File: src/rtl/dbr_pkg.sv
package dbr_pkg;

  typedef enum logic {
    COND_ALWAYS = 1'b0,
    COND_GE     = 1'b1
  } dbr_cond_e;

  typedef enum logic {
    MODE_REG = 1'b0,
    MODE_REL = 1'b1
  } dbr_mode_e;

endpackage

File: src/rtl/dbr_cond.sv
module dbr_cond
  import dbr_pkg::*;
(
  input  logic cond_sel,
  input  logic n_flag,
  output logic take
);

  dbr_cond_e sel;

  always_comb begin
    sel = dbr_cond_e'(cond_sel);
    case (sel)
      COND_ALWAYS: take = 1'b1;
      COND_GE:     take = ~n_flag;
      default:     take = 1'b0;
    endcase
  end

endmodule

File: src/rtl/dbr_target.sv
module dbr_target
  import dbr_pkg::*;
#(
  parameter int AW    = 24,
  parameter int DW    = 16,
  parameter int SLOTS = 3
) (
  input  logic          rel_mode,
  input  logic [AW-1:0] operand,
  input  logic [AW-1:0] pc,
  output logic [AW-1:0] target
);

  localparam logic [AW-1:0] PC_ADV = AW'(SLOTS);

  logic [AW-1:0] disp_ext;

  generate
    if (DW < AW) begin : g_sext
      assign disp_ext = {{(AW-DW){operand[DW-1]}}, operand[DW-1:0]};
    end else begin : g_full
      assign disp_ext = operand;
    end
  endgenerate

  always_comb begin
    if (dbr_mode_e'(rel_mode) == MODE_REL)
      target = pc + disp_ext + PC_ADV;
    else
      target = operand;
  end

endmodule

File: src/rtl/dbr_slot_ctr.sv
module dbr_slot_ctr #(
  parameter int SLOTS = 3
) (
  input  logic clk,
  input  logic rst_n,
  input  logic arm,
  input  logic retire,
  output logic pending,
  output logic done
);

  localparam int CW = $clog2(SLOTS + 1);
  localparam logic [CW-1:0] LAST = CW'(SLOTS);

  logic [CW-1:0] cnt_q;
  logic          pend_q;

  assign pending = pend_q;
  assign done    = pend_q & retire & (cnt_q == LAST);

  always_ff @(posedge clk) begin
    if (!rst_n) begin
      pend_q <= 1'b0;
      cnt_q  <= '0;
    end else if (arm && !pend_q) begin
      pend_q <= 1'b1;
      cnt_q  <= '0;
    end else if (pend_q && retire) begin
      if (cnt_q == LAST) begin
        pend_q <= 1'b0;
        cnt_q  <= '0;
      end else begin
        cnt_q <= cnt_q + 1'b1;
      end
    end
  end

  p_cnt_bound_r6: assert property (@(posedge clk) disable iff (!rst_n)
    pend_q |-> (cnt_q <= LAST));

  p_stall_hold_r7: assert property (@(posedge clk) disable iff (!rst_n)
    (pend_q && !retire) |=> (pend_q && $stable(cnt_q)));

  p_last_slot_r6: assert property (@(posedge clk) disable iff (!rst_n)
    (pend_q && retire && cnt_q == LAST) |=> !pend_q);

endmodule

File: src/rtl/dbr_seq.sv
module dbr_seq #(
  parameter int AW    = 24,
  parameter int DW    = 16,
  parameter int SLOTS = 3
) (
  input  logic          clk,
  input  logic          rst_n,
  input  logic          issue_valid,
  output logic          issue_ready,
  input  logic          cond_sel,
  input  logic          n_flag,
  input  logic          rel_mode,
  input  logic          is_block_rpt,
  input  logic [AW-1:0] operand,
  input  logic [AW-1:0] pc,
  input  logic          retire,
  output logic          redirect,
  output logic [AW-1:0] redirect_pc,
  output logic          loop_enter,
  output logic          pending
);

  logic          take;
  logic          accept;
  logic          arm;
  logic          done;
  logic [AW-1:0] calc_tgt;
  logic [AW-1:0] tgt_q;
  logic          rpt_q;
  logic          redir_q;
  logic          loop_q;

  dbr_cond u_cond (
    .cond_sel (cond_sel),
    .n_flag   (n_flag),
    .take     (take)
  );

  dbr_target #(.AW(AW), .DW(DW), .SLOTS(SLOTS)) u_target (
    .rel_mode (rel_mode),
    .operand  (operand),
    .pc       (pc),
    .target   (calc_tgt)
  );

  dbr_slot_ctr #(.SLOTS(SLOTS)) u_ctr (
    .clk     (clk),
    .rst_n   (rst_n),
    .arm     (arm),
    .retire  (retire),
    .pending (pending),
    .done    (done)
  );

  assign issue_ready = ~pending;
  assign accept      = issue_valid & issue_ready;
  assign arm         = accept & take;

  always_ff @(posedge clk) begin
    if (!rst_n) begin
      tgt_q   <= '0;
      rpt_q   <= 1'b0;
      redir_q <= 1'b0;
      loop_q  <= 1'b0;
    end else begin
      if (arm) begin
        tgt_q <= calc_tgt;
        rpt_q <= is_block_rpt;
      end
      redir_q <= done & ~rpt_q;
      loop_q  <= done & rpt_q;
    end
  end

  assign redirect    = redir_q;
  assign loop_enter  = loop_q;
  assign redirect_pc = tgt_q;

  p_ready_busy_r9: assert property (@(posedge clk) disable iff (!rst_n)
    pending |-> !issue_ready);

  p_untaken_idle_r5: assert property (@(posedge clk) disable iff (!rst_n)
    (issue_valid && issue_ready && !take) |=> !pending);

  p_hold_target_r8: assert property (@(posedge clk) disable iff (!rst_n)
    pending |=> $stable(tgt_q));

  p_excl_r11: assert property (@(posedge clk) disable iff (!rst_n)
    !(redir_q && loop_q));

  p_one_pulse_r11: assert property (@(posedge clk) disable iff (!rst_n)
    (redir_q || loop_q) |=> !(redir_q || loop_q));

endmodule

File: config.mk
export PLATFORM = sky130hd
export DESIGN_NAME = dbr_seq
export DESIGN_NICKNAME = d
export VERILOG_FILES = /design/src/rtl/dbr_pkg.sv /design/src/rtl/dbr_cond.sv /design/src/rtl/dbr_target.sv /design/src/rtl/dbr_slot_ctr.sv /design/src/rtl/dbr_seq.sv
export SDC_FILE = /design/constraint.sdc
export NUM_CORES = 1
export LEC_CHECK = 0
export ABC_AREA = 1
export BUFFER_PORTS_ARGS = -buffer_cell sky130_fd_sc_hd__clkbuf_2
export CORE_MARGIN = 2
export CORE_UTILIZATION = 59
export CTS_BUF_LIST = sky130_fd_sc_hd__clkbuf_16
export DETAILED_ROUTE_END_ITERATION = 7
export MAX_ROUTING_LAYER = met4
export PLACE_DENSITY = 0.88
export SLEW_MARGIN = 20
export SYNTH_ARGS = -nofsm -noshare
export SYNTH_HDL_FRONTEND = slang
export SYNTH_SLANG_ARGS = --single-unit
File: constraint.sdc
create_clock -name clk -period 4 [get_ports clk]
set_input_delay 0.4 -clock clk [delete_from_list [all_inputs] [get_ports clk]]
set_output_delay 0.4 -clock clk [all_outputs]
set_load 0.01 [all_outputs]
==> impl_metrics.csv, run 1 <==
group,metric,value,unit
layout,nNetsFinal,729,
clock_network,path_clk_slew,0.05,ns
detailed_routing,first_pass_iters,5,
power,power,0.001185,W
detailed_routing,ant_nets,0,
detailed_routing,drt_iter0_drc,121,
clock_network,cts_tree,"yes",
setup_path,critPathMaxFanout,4,
detailed_routing,drc,0,
timing,tns,0,ns
detailed_routing,wl,8889,um
global_routing,grt_max_degree,41,
setup_path,required,4.17,ns
yosys,syn-num-nets,645,
run,cap_violations,0,
timing,whs,0.3720,ns
status,outcome,"finished, final reports clean",
clock_network,ctsResizeCount,0,
global_routing,grt_usage,31.42,%
yosys,synth_top_area_share,22.24,%
layout,drive_gt1_share,21.21,%
placed_design,dp_hpwl,7385,um
timing,hold_viol,0,
yosys,ys_warn_count,0,
die,io_pins,84,
die,die_w,78.68,um
yosys,ys.flop_type,"dfxtp_1",
setup_path,cp-end-kind,"flop",
placed_design,dp_worst_setup_slack,1.439,ns
yosys,yosys-top-cells-area,"nand2_1 (22%), dfxtp_1 (18%), ha_1 (17%)",
clock_network,worst_skew_pair.late_latency,0.28,ns
die,die_y,78.68,um
global_routing,antenna_found_initial,0,
timing,max-slew-margin-rel,45.51,%
timing,setup_viol,0,
yosys,synth_cell_type_count,34,
layout,syn2layout_area_growth,18.33,%
detailed_routing,wire_per_inst,12.72,um
setup_path,path_class,"input port to flop",
min_path,hold_class,"input port to flop",
yosys,ys_ff_latch,30,
global_routing,gr-total-overflow,0,
global_routing,grt_pass1_wl,15040,um
placed_design,gp_congestion,0.9705,
clock_network,ctsHoldBuffers,0,
detailed_routing,vias_per_cell,5.090,
clock_network,cts_buffers,5,
die,placementRows,27,
timing,setup_slack,1.725,ns
yosys,synth_edf_count,0,
timing,period_share,56.86,%
timing,finalClockSkew,0.003264,ns
yosys,syn_area_per_cell,6.071,sq um
setup_path,crit_arrival,2.44,ns
detailed_routing,num_vias,3558,
yosys,syn_inst,542,
clock_network,clkSinkCount,30,
clock_network,clockRootBuffer,"clkbuf_16",
yosys,yosysSeqAreaShare,18.25,%
yosys,synth_area,3291,sq um
layout,insertedDiodeCount,0,
die,start_util,60.50,%
yosys,async_reset_ff_share,0,%
timing,drv_slew,0,
die,die_area,6191,sq um
timing,period_minus_slack,2.275,ns
clock_network,htreeDepth,2,
global_routing,grt_pass1_vias,3499,
die,core_area,5439,sq um
power,leakagePower,2.325,nW
clock_network,clk_path_buf_depth,2,
timing,tightest_slew,0.8173,ns
placed_design,portBuffers,83,
yosys,yosysTopAreaCell,"nand2_1",
timing,rsz0062_at_grt,"false",
timing,clock.fmax,0.4396,GHz
power,powerDensity,304.3,nW/um^2
power,peakVddDrop,0.2603,mV
setup_path,cp-start-kind,"input port",
clock_network,cts_setup_buffers,0,
==> metal layers <==
layer / part of all wire, % / global-route usage [%] / vias to the layer above / routed length [um]
met3: 5.7 / 5.977 / 36 / 503
met2: 49 / 56.32 / 127 / 4358
met4: 4.0 / 13.86 / 0 / 360
li1: - / - / 1854 / -
met5: 0 / - / - / 0
met1: 41 / 33.55 / 1541 / 3667
==> synthesized netlist by cell type (7+ instances only) <==
cell type,count
dfxtp_1,30
nor2_1,57
inv_1,79
nand2_2,9
nand3_1,29
inv_2,11
ha_1,46
nand2_1,195
a21oi_1,13
o21ai_0,9
o21ai_1,7
==> registers in the layout (all words and copies together) (netlist names) <==
signal / count
rpt_q: 1
loop_enter: 1
redirect_pc: 24
redirect: 1
u_ctr.pending: 1
u_ctr.cnt_q: 2
==> logic make-up (layout without fill, tap and decap cells) <==
| logic type | after synthesis | in the layout | synth area share, % |
|---|---|---|---|
| AND/OR/NAND/NOR | 316 | 316 | 41.56 |
| AO/OA/AOI/OAI | 40 | 40 | 7.453 |
| XOR/XNOR | 9 | 9 | 2.396 |
| adder cells (fa/ha/maj) | 47 | 47 | 18.10 |
| flip-flops | 30 | 30 | 18.25 |
| buffers and inverters | 100 | 185 | 12.24 |
==> through the flow <==
stage	util [%]	instance area (sq um)	instances
final	71.59	3894	699
after global routing	71.59	3894	699
after CTS	71.59	3894	699
after detailed placement	68.99	3752	691
after global placement	68.99	3752	691
after floorplan	-	3291	542
==> placed cells by master, fill, tap and decap left out, drive strengths merged, types with 2 or more instances in the layout <==
cell | synthesis | layout
nor3 | 4 | 4
o21ai | 16 | 16
inv | 91 | 91
ha | 46 | 46
xor2 | 3 | 3
xnor2 | 6 | 6
nor2 | 68 | 68
clkinv | 2 | 4
o211ai | 4 | 4
dfxtp | 30 | 30
a21oi | 15 | 15
nand4 | 4 | 4
a22o | 2 | 2
clkbuf | 1 | 88
nand2 | 205 | 205
nand3 | 34 | 34
==> report_power, final <==
group	switching [W]	leakage (nW)	internal, W	total, W
Clock	0.000130	0.0672	0.000226	0.000356
Sequential	0.0000134	0.246	0.000322	0.000335
Combinational	0.000311	2.01	0.000182	0.000493
Total	0.000455	2.32	0.000730	0.00118
==> cell type report <==
class,count,area [sq um]
Tap cell,72,90.09
Inverter,93,351.6
Fill cell,491,1545
Multi-Input combinational cell,412,2287
Sequential cell,30,600.6
Clock inverter,3,16.27
Clock buffer,5,125.1
Timing Repair Buffer,84,422.9
==> worst max-delay path: stages <==
cell and delay, ns:
clkbuf_2 0.08, inv_1 0.05, ha_1 0.28, inv_1 0.06, ha_1 0.21, inv_1 0.07
fa_1 0.40, inv_1 0.11, nand3_1 0.08, nand3_2 0.13, nand2_1 0.07, nand2_1 0.11
nand2_1 0.08, nand2_1 0.09, nor2_1 0.04, o21bai_1 0.12, nand2_1 0.05
==> worst paths after layout <==
path	slack [ns]	start	depth (start not counted)	end
max	1.73	operand[1]	17	redirect_pc[17]
min	0.37	is_block_rpt	3	rpt_q
max reg2reg	2.60	u_ctr.pending	5	rpt_q
min reg2reg	0.44	rpt_q	1	redirect
No activity file was read; power rests on OpenSTA's default activity.
==> run 2: changes to the inputs <==
--- a/config.mk
+++ b/config.mk
@@ -5,14 +5,14 @@
 export SDC_FILE = /design/constraint.sdc
 export NUM_CORES = 1
 export LEC_CHECK = 0
-export ABC_AREA = 1
+export ABC_AREA = 0
 export BUFFER_PORTS_ARGS = -buffer_cell sky130_fd_sc_hd__clkbuf_2
 export CORE_MARGIN = 2
-export CORE_UTILIZATION = 59
+export CORE_UTILIZATION = 48
 export CTS_BUF_LIST = sky130_fd_sc_hd__clkbuf_16
 export DETAILED_ROUTE_END_ITERATION = 7
 export MAX_ROUTING_LAYER = met4
-export PLACE_DENSITY = 0.88
+export PLACE_DENSITY = 0.78
 export SLEW_MARGIN = 20
 export SYNTH_ARGS = -nofsm -noshare
 export SYNTH_HDL_FRONTEND = slang
==> constraint.sdc (replaced) <==
create_clock -name clk -period 2.05 [get_ports clk]
set_input_delay 0.205 -clock clk [delete_from_list [all_inputs] [get_ports clk]]
set_output_delay 0.205 -clock clk [all_outputs]
set_load 0.01 [all_outputs]
==> impl_metrics.csv, run 2 <==
group,metric,value,unit
status,outcome,"finished with violations",
status,violations,"setup timing",
layout,final_util,76.32,%
die,die_y,80.31,um
run,cap_violations,0,
die,start_util,50.15,%
setup_path,crit_arrival,2.44,ns
clock_network,clkSinkCount,30,
yosys,synth.cells.most_frequent,"ha_1 (46), a21oi_1 (36), dfxtp_1 (30), nand2_1 (28), nor2_1 (23)",
detailed_routing,dr_wl_met3,696,um
placed_design,gp_congestion,0.9628,
min_path,hold_class,"input port to flop",
timing,rsz0062_at_grt,"true",
timing,period_share,109.3,%
die,die_w,80.31,um
global_routing,antenna_found_initial,0,
setup_path,regToRegEndpoint,"redirect_pc[20]",
layout,syn2layout_area_growth,52.19,%
clock_network,clockRootBuffer,"clkbuf_16",
yosys,synth_top_area_share,21.49,%
timing,whs,0.1534,ns
min_path,hold_depth,3,
yosys,synth_cell_type_count,48,
layout,insertedDiodeCount,0,
timing,finalClockSkew,0.001663,ns
setup_path,path_class,"input port to flop",
timing,setup_viol,11,
setup_path,startpoint,"operand[1]",
global_routing,grt_max_degree,38,
detailed_routing,first_pass_iters,5,
clock_network,clk_path_buf_depth,2,
detailed_routing,drc,0,
setup_path,cp-end-kind,"flop",
clock_network,htreeDepth,2,
yosys,ys_ff_latch,30,
yosys,async_reset_ff_share,0,%
clock_network,cts_tree,"yes",
die,die_area,6450,sq um
yosys,syn_inst,352,
clock_network,path_clk_slew,0.05,ns
detailed_routing,vias_per_cell,5.959,
setup_path,cp-start-kind,"input port",
timing,tightest_slew,0.3856,ns
placed_design,dp_worst_setup_slack,-0.4675,ns
detailed_routing,met2_length,4792,um
power,powerDensity,626.1,nW/um^2
power,leakagePower,1.962,nW
timing,drv_slew,0,
detailed_routing,ant_nets,0,
layout,drive_gt1_share,42.30,%
yosys,syn_area_per_cell,7.941,sq um
die,core_area,5574,sq um
clock_network,worst_skew_pair.late_latency,0.28,ns
detailed_routing,num_vias,3331,
setup_path,reg2reg_depth,7,
yosys,yosys-top-cells-area,"dfxtp_1 (21%), ha_1 (21%), a21oi_1 (6.4%)",
yosys,yosysTopAreaCell,"dfxtp_1",
global_routing,grt_pass1_wl,13730,um
global_routing,grt_usage,27.51,%
layout,final_cell_mix,"clkbuf_2 (80), buf_4 (62), a21oi_1 (32)",
yosys,yosysSeqAreaShare,21.49,%
power,peakVddDrop,0.3947,mV
detailed_routing,top_layer,"met4",
yosys,synth_edf_count,0,
yosys,synth_area,2795,sq um
yosys,ys.flop_type,"dfxtp_1",
layout,largest_reg_flops,24,
global_routing,gr-total-overflow,0,
placed_design,dp_hpwl,6414,um
yosys,synthMostInstantiatedCell,"ha_1",
timing,max-slew-margin-rel,74.14,%
clock_network,ctsHoldBuffers,0,
clock_network,cts_buffers,5,
yosys,ys_warn_count,0,
layout,nNetsFinal,589,
setup_path,r2r_slack,0.35,ns
setup_path,critPathMaxFanout,5,
timing,hold_viol,0,
yosys,syn-num-nets,455,
timing,period_minus_slack,2.240,ns
detailed_routing,wl,9658,um
min_path,hp-start,"is_block_rpt",
setup_path,required,2.25,ns
min_path,worstHoldEndpoint,"rpt_q",
timing,clock.fmax,0.4464,GHz
detailed_routing,drt_iter0_drc,212,
setup_path,r2r_start,"u_ctr.pending",
detailed_routing,met1_length,3927,um
placed_design,portBuffers,83,
global_routing,grt_pass1_vias,3040,
die,placementRows,27,
timing,setup_slack,-0.1903,ns
detailed_routing,wire_per_inst,17.28,um
die,io_pins,84,
layout,final_common_cell,"clkbuf_2",
-- run 2: changes by cell type in the layout (fill, tap and decap cells not counted), sizes merged, moves of 6 or more --
cell and change:
a211oi +13, buf +67, inv -77, nor2 -44, mux2i +10, and3 +6
xnor2 +7, nand3 -23, nand2 -177, a21oi +21, nor3 +7
-- run 2: cells by family (layout without fill, tap and decap cells) --
group,count (synthesis),after routing,share of synthesized area [%]
AOI/OAI and AO/OA,106,106,24.66
DFF,30,30,21.49
muxes,10,10,3.581
and+or+nand+nor,105,105,18.58
buffers and inverters,37,172,5.058
adders and majority gates,47,47,21.31
xor gates and xnor gates,17,17,5.327
-- run 2: what timing repair did --
action	CTS	global route
pin swaps	10	23
buffers inserted	4	6
setup endpoints to repair	11	14
resized for setup	9	40
-- run 2: per-layer routing --
metal / vias to the layer above / GRT usage, %
li1: 1578 / -
met1: 1555 / 31.83
met2: 170 / 49.33
met3: 28 / 4.494
met4: 0 / 7.119
met5: - / -
-- run 2: stage by stage --
stage	std cells	power, W	setup TNS (ns)	cell area, sq um
2_1_floorplan	352	0.001318	-0.5747	2903
3_3_place_gp	541	0.001714	-4.481	3742
3_5_place_dp	541	0.001739	-5.266	3742
4_1_cts	553	0.002498	-0.3575	3983
5_1_grt	559	0.002805	-2.532	4254
6_report	559	0.002663	-0.8080	4254
-- run 2: layout make-up --
class                   instances  area [sq um]
repair buffers                149         955.9
well taps                      72         90.09
inverters                      15         78.83
clock inverters                 3         16.27
fillers                       383          1320
multi-input cells             285          2387
flip-flops and latches         30         600.6
clock buffers                   5         125.1
-- run 2: worst max path at each step --
stage	end	slack, ns
after floorplan	redirect_pc[19]	-0.16
after global placement	redirect_pc[19]	-0.41
after detailed placement	redirect_pc[19]	-0.47
after CTS	redirect_pc[19]	-0.10
after global routing	redirect_pc[13]	-0.27
final	redirect_pc[13]	-0.19
-- run 2: critical path: stages --
cell and delay, ns:
clkbuf_16 0.12, inv_12 0.03, ha_4 0.23, inv_4 0.05, ha_4 0.14, inv_2 0.04
fa_2 0.34, nand2b_4 0.17, a21oi_4 0.12, a211o_1 0.16, a41oi_4 0.17, buf_4 0.19
buf_6 0.10, xnor2_1 0.13, nand2_1 0.08, a21oi_1 0.16
-- run 2: where the power goes --
group | total, W | switching [W] | internal, W
Sequential | 0.000667 | 0.0000319 | 0.000635
Combinational | 0.00127 | 0.000655 | 0.000618
Clock | 0.000723 | 0.000280 | 0.000443
Total | 0.00266 | 0.000967 | 0.00170
==> run 3: changes to the inputs <==
--- a/config.mk
+++ b/config.mk
@@ -5,10 +5,10 @@
 export SDC_FILE = /design/constraint.sdc
 export NUM_CORES = 1
 export LEC_CHECK = 0
-export ABC_AREA = 0
+export ABC_AREA = 1
 export BUFFER_PORTS_ARGS = -buffer_cell sky130_fd_sc_hd__clkbuf_2
 export CORE_MARGIN = 2
-export CORE_UTILIZATION = 48
+export CORE_UTILIZATION = 49
 export CTS_BUF_LIST = sky130_fd_sc_hd__clkbuf_16
 export DETAILED_ROUTE_END_ITERATION = 7
 export MAX_ROUTING_LAYER = met4
==> impl_metrics.csv, run 3 (synthesized netlist as in run 1, its figures left out) <==
group,metric,value,unit
status,outcome,"finished, final reports clean",
die,die_area,7387,sq um
detailed_routing,drt_iter0_drc,230,
layout,final_cell_mix,"nand2_1 (195), clkbuf_2 (83), inv_1 (80)",
die,io_pins,84,
setup_path,crit_arrival,2.03,ns
layout,syn2layout_area_growth,25.86,%
detailed_routing,drc,0,
setup_path,path_class,"input port to flop",
power,power,0.002444,W
global_routing,grt_pass1_wl,15240,um
detailed_routing,ant_nets,0,
placed_design,dp_worst_setup_slack,-0.1713,ns
clock_network,htreeDepth,2,
timing,hold_viol,0,
setup_path,startpoint,"operand[1]",
layout,drive_gt1_share,25.19,%
run,cap_violations,0,
clock_network,clkSinkCount,30,
timing,tns,0,ns
global_routing,gr-total-overflow,0,
setup_path,required,2.21,ns
detailed_routing,num_vias,3626,
power,powerDensity,590.0,nW/um^2
min_path,hp-start,"is_block_rpt",
layout,final_common_cell,"nand2_1",
detailed_routing,wire_per_inst,12.31,um
timing,drv_slew,0,
layout,insertedDiodeCount,0,
setup_path,crit_chain,"clkbuf_2 > inv_1 > ha_1 > inv_1 > ha_2 > inv_1 > fa_2 > inv_1 > nand3_1 > nand3_2 > nand2_1 > nand2_1 > nand2_1 > nand2_1 > nor2_1 > o21bai_1 > nand2_1",
timing,max-slew-margin-rel,73.67,%
detailed_routing,wl,9059,um
layout,nNetsFinal,761,
placed_design,dp_hpwl,7569,um
layout,largest_reg_flops,24,
timing,period_share,90.98,%
clock_network,cts_buffers,5,
timing,setup_viol,0,
placed_design,portBuffers,83,
timing,period_minus_slack,1.865,ns
setup_path,r2r_start,"u_ctr.pending",
global_routing,grt_max_degree,26,
clock_network,clk_path_buf_depth,2,
clock_network,path_clk_slew,0.05,ns
clock_network,clockRootBuffer,"clkbuf_16",
timing,clock.fmax,0.5362,GHz
timing,rsz0062_at_grt,"false",
die,start_util,51.24,%
setup_path,critPathSlowestCell,"fa_2",
setup_path,cp-start-kind,"input port",
timing,setup_slack,0.1850,ns
timing,whs,0.1386,ns
setup_path,path_buf_inv,5,
setup_path,cpLargestDelayFamily,"adder cells",
global_routing,grt_pass1_vias,3489,
power,leakagePower,2.483,nW
clock_network,cts_tree,"yes",
die,die_y,85.95,um
setup_path,crit_top_cell,"nand2_1",
detailed_routing,first_pass_iters,5,
die,core_area,6422,sq um
timing,tightest_slew,0.3949,ns
global_routing,antenna_found_initial,0,
die,placementRows,29,
layout,final_util,64.48,%
setup_path,cp-end-kind,"flop",
power,peakVddDrop,0.3555,mV
detailed_routing,vias_per_cell,4.927,
timing,finalClockSkew,0.009528,ns
global_routing,grt_usage,26.46,%
clock_network,worst_skew_pair.late_latency,0.28,ns
setup_path,critPathMaxFanout,3,
setup_path,crit_path_max_incr_delay,0.34,ns
min_path,hold_class,"input port to flop",
placed_design,gp_congestion,0.9211,
die,die_w,85.95,um
-- run 3: stage by stage --
stage,area [sq um],cells
3_5_place_dp,4001,728
4_1_cts,4139,736
2_1_floorplan,3293,542
3_3_place_gp,4001,728
6_report,4141,736
5_1_grt,4141,736
-- run 3: tightest hold or removal path, stage by stage --
cell and delay (ns):
clkbuf_2 0.08, nand2_1 0.04, o21ai_0 0.06
-- run 3: path summary, 6_finish.rpt --
check	to	slack, ns	depth (start not counted)
max reg2reg	redirect_pc[14]	0.68	7
max	redirect_pc[17]	0.18	17
min	rpt_q	0.14	3
min reg2reg	redirect	0.43	1
-- run 3: what timing repair did --
action | 4_1_cts | 5_1_grt
setup endpoints to repair | 0 | 3
setup buffers | 0 | 0
resized for setup | 0 | 1
hold buffers | 0 | 0
endpoints found under the hold margin | 0 | 0
-- run 3: metal layers --
metal  wire length (um)  global-route usage, %  vias to the layer above
met5                  0                      -                        -
met4                138                  6.349                        0
met3                370                  4.042                       15
met2               4604                  47.92                       99
met1               3945                  30.41                     1598
li1                   -                      -                     1914
-- run 3: area by class of cell --
type                       count  area, sq um
clock buffer                   5        125.1
tap                           77        96.34
sequential                    30        600.6
multi-input combinational    412         2292
fill                         631         2281
inverter                      93        351.6
timing repair buffer         116        663.1
clock inverter                 3        12.51
-- run 3: where the power goes --
part           switching, W  internal [W]
Combinational      0.000627      0.000450
Sequential        0.0000243      0.000628
Clock              0.000275      0.000438
Total              0.000927       0.00152
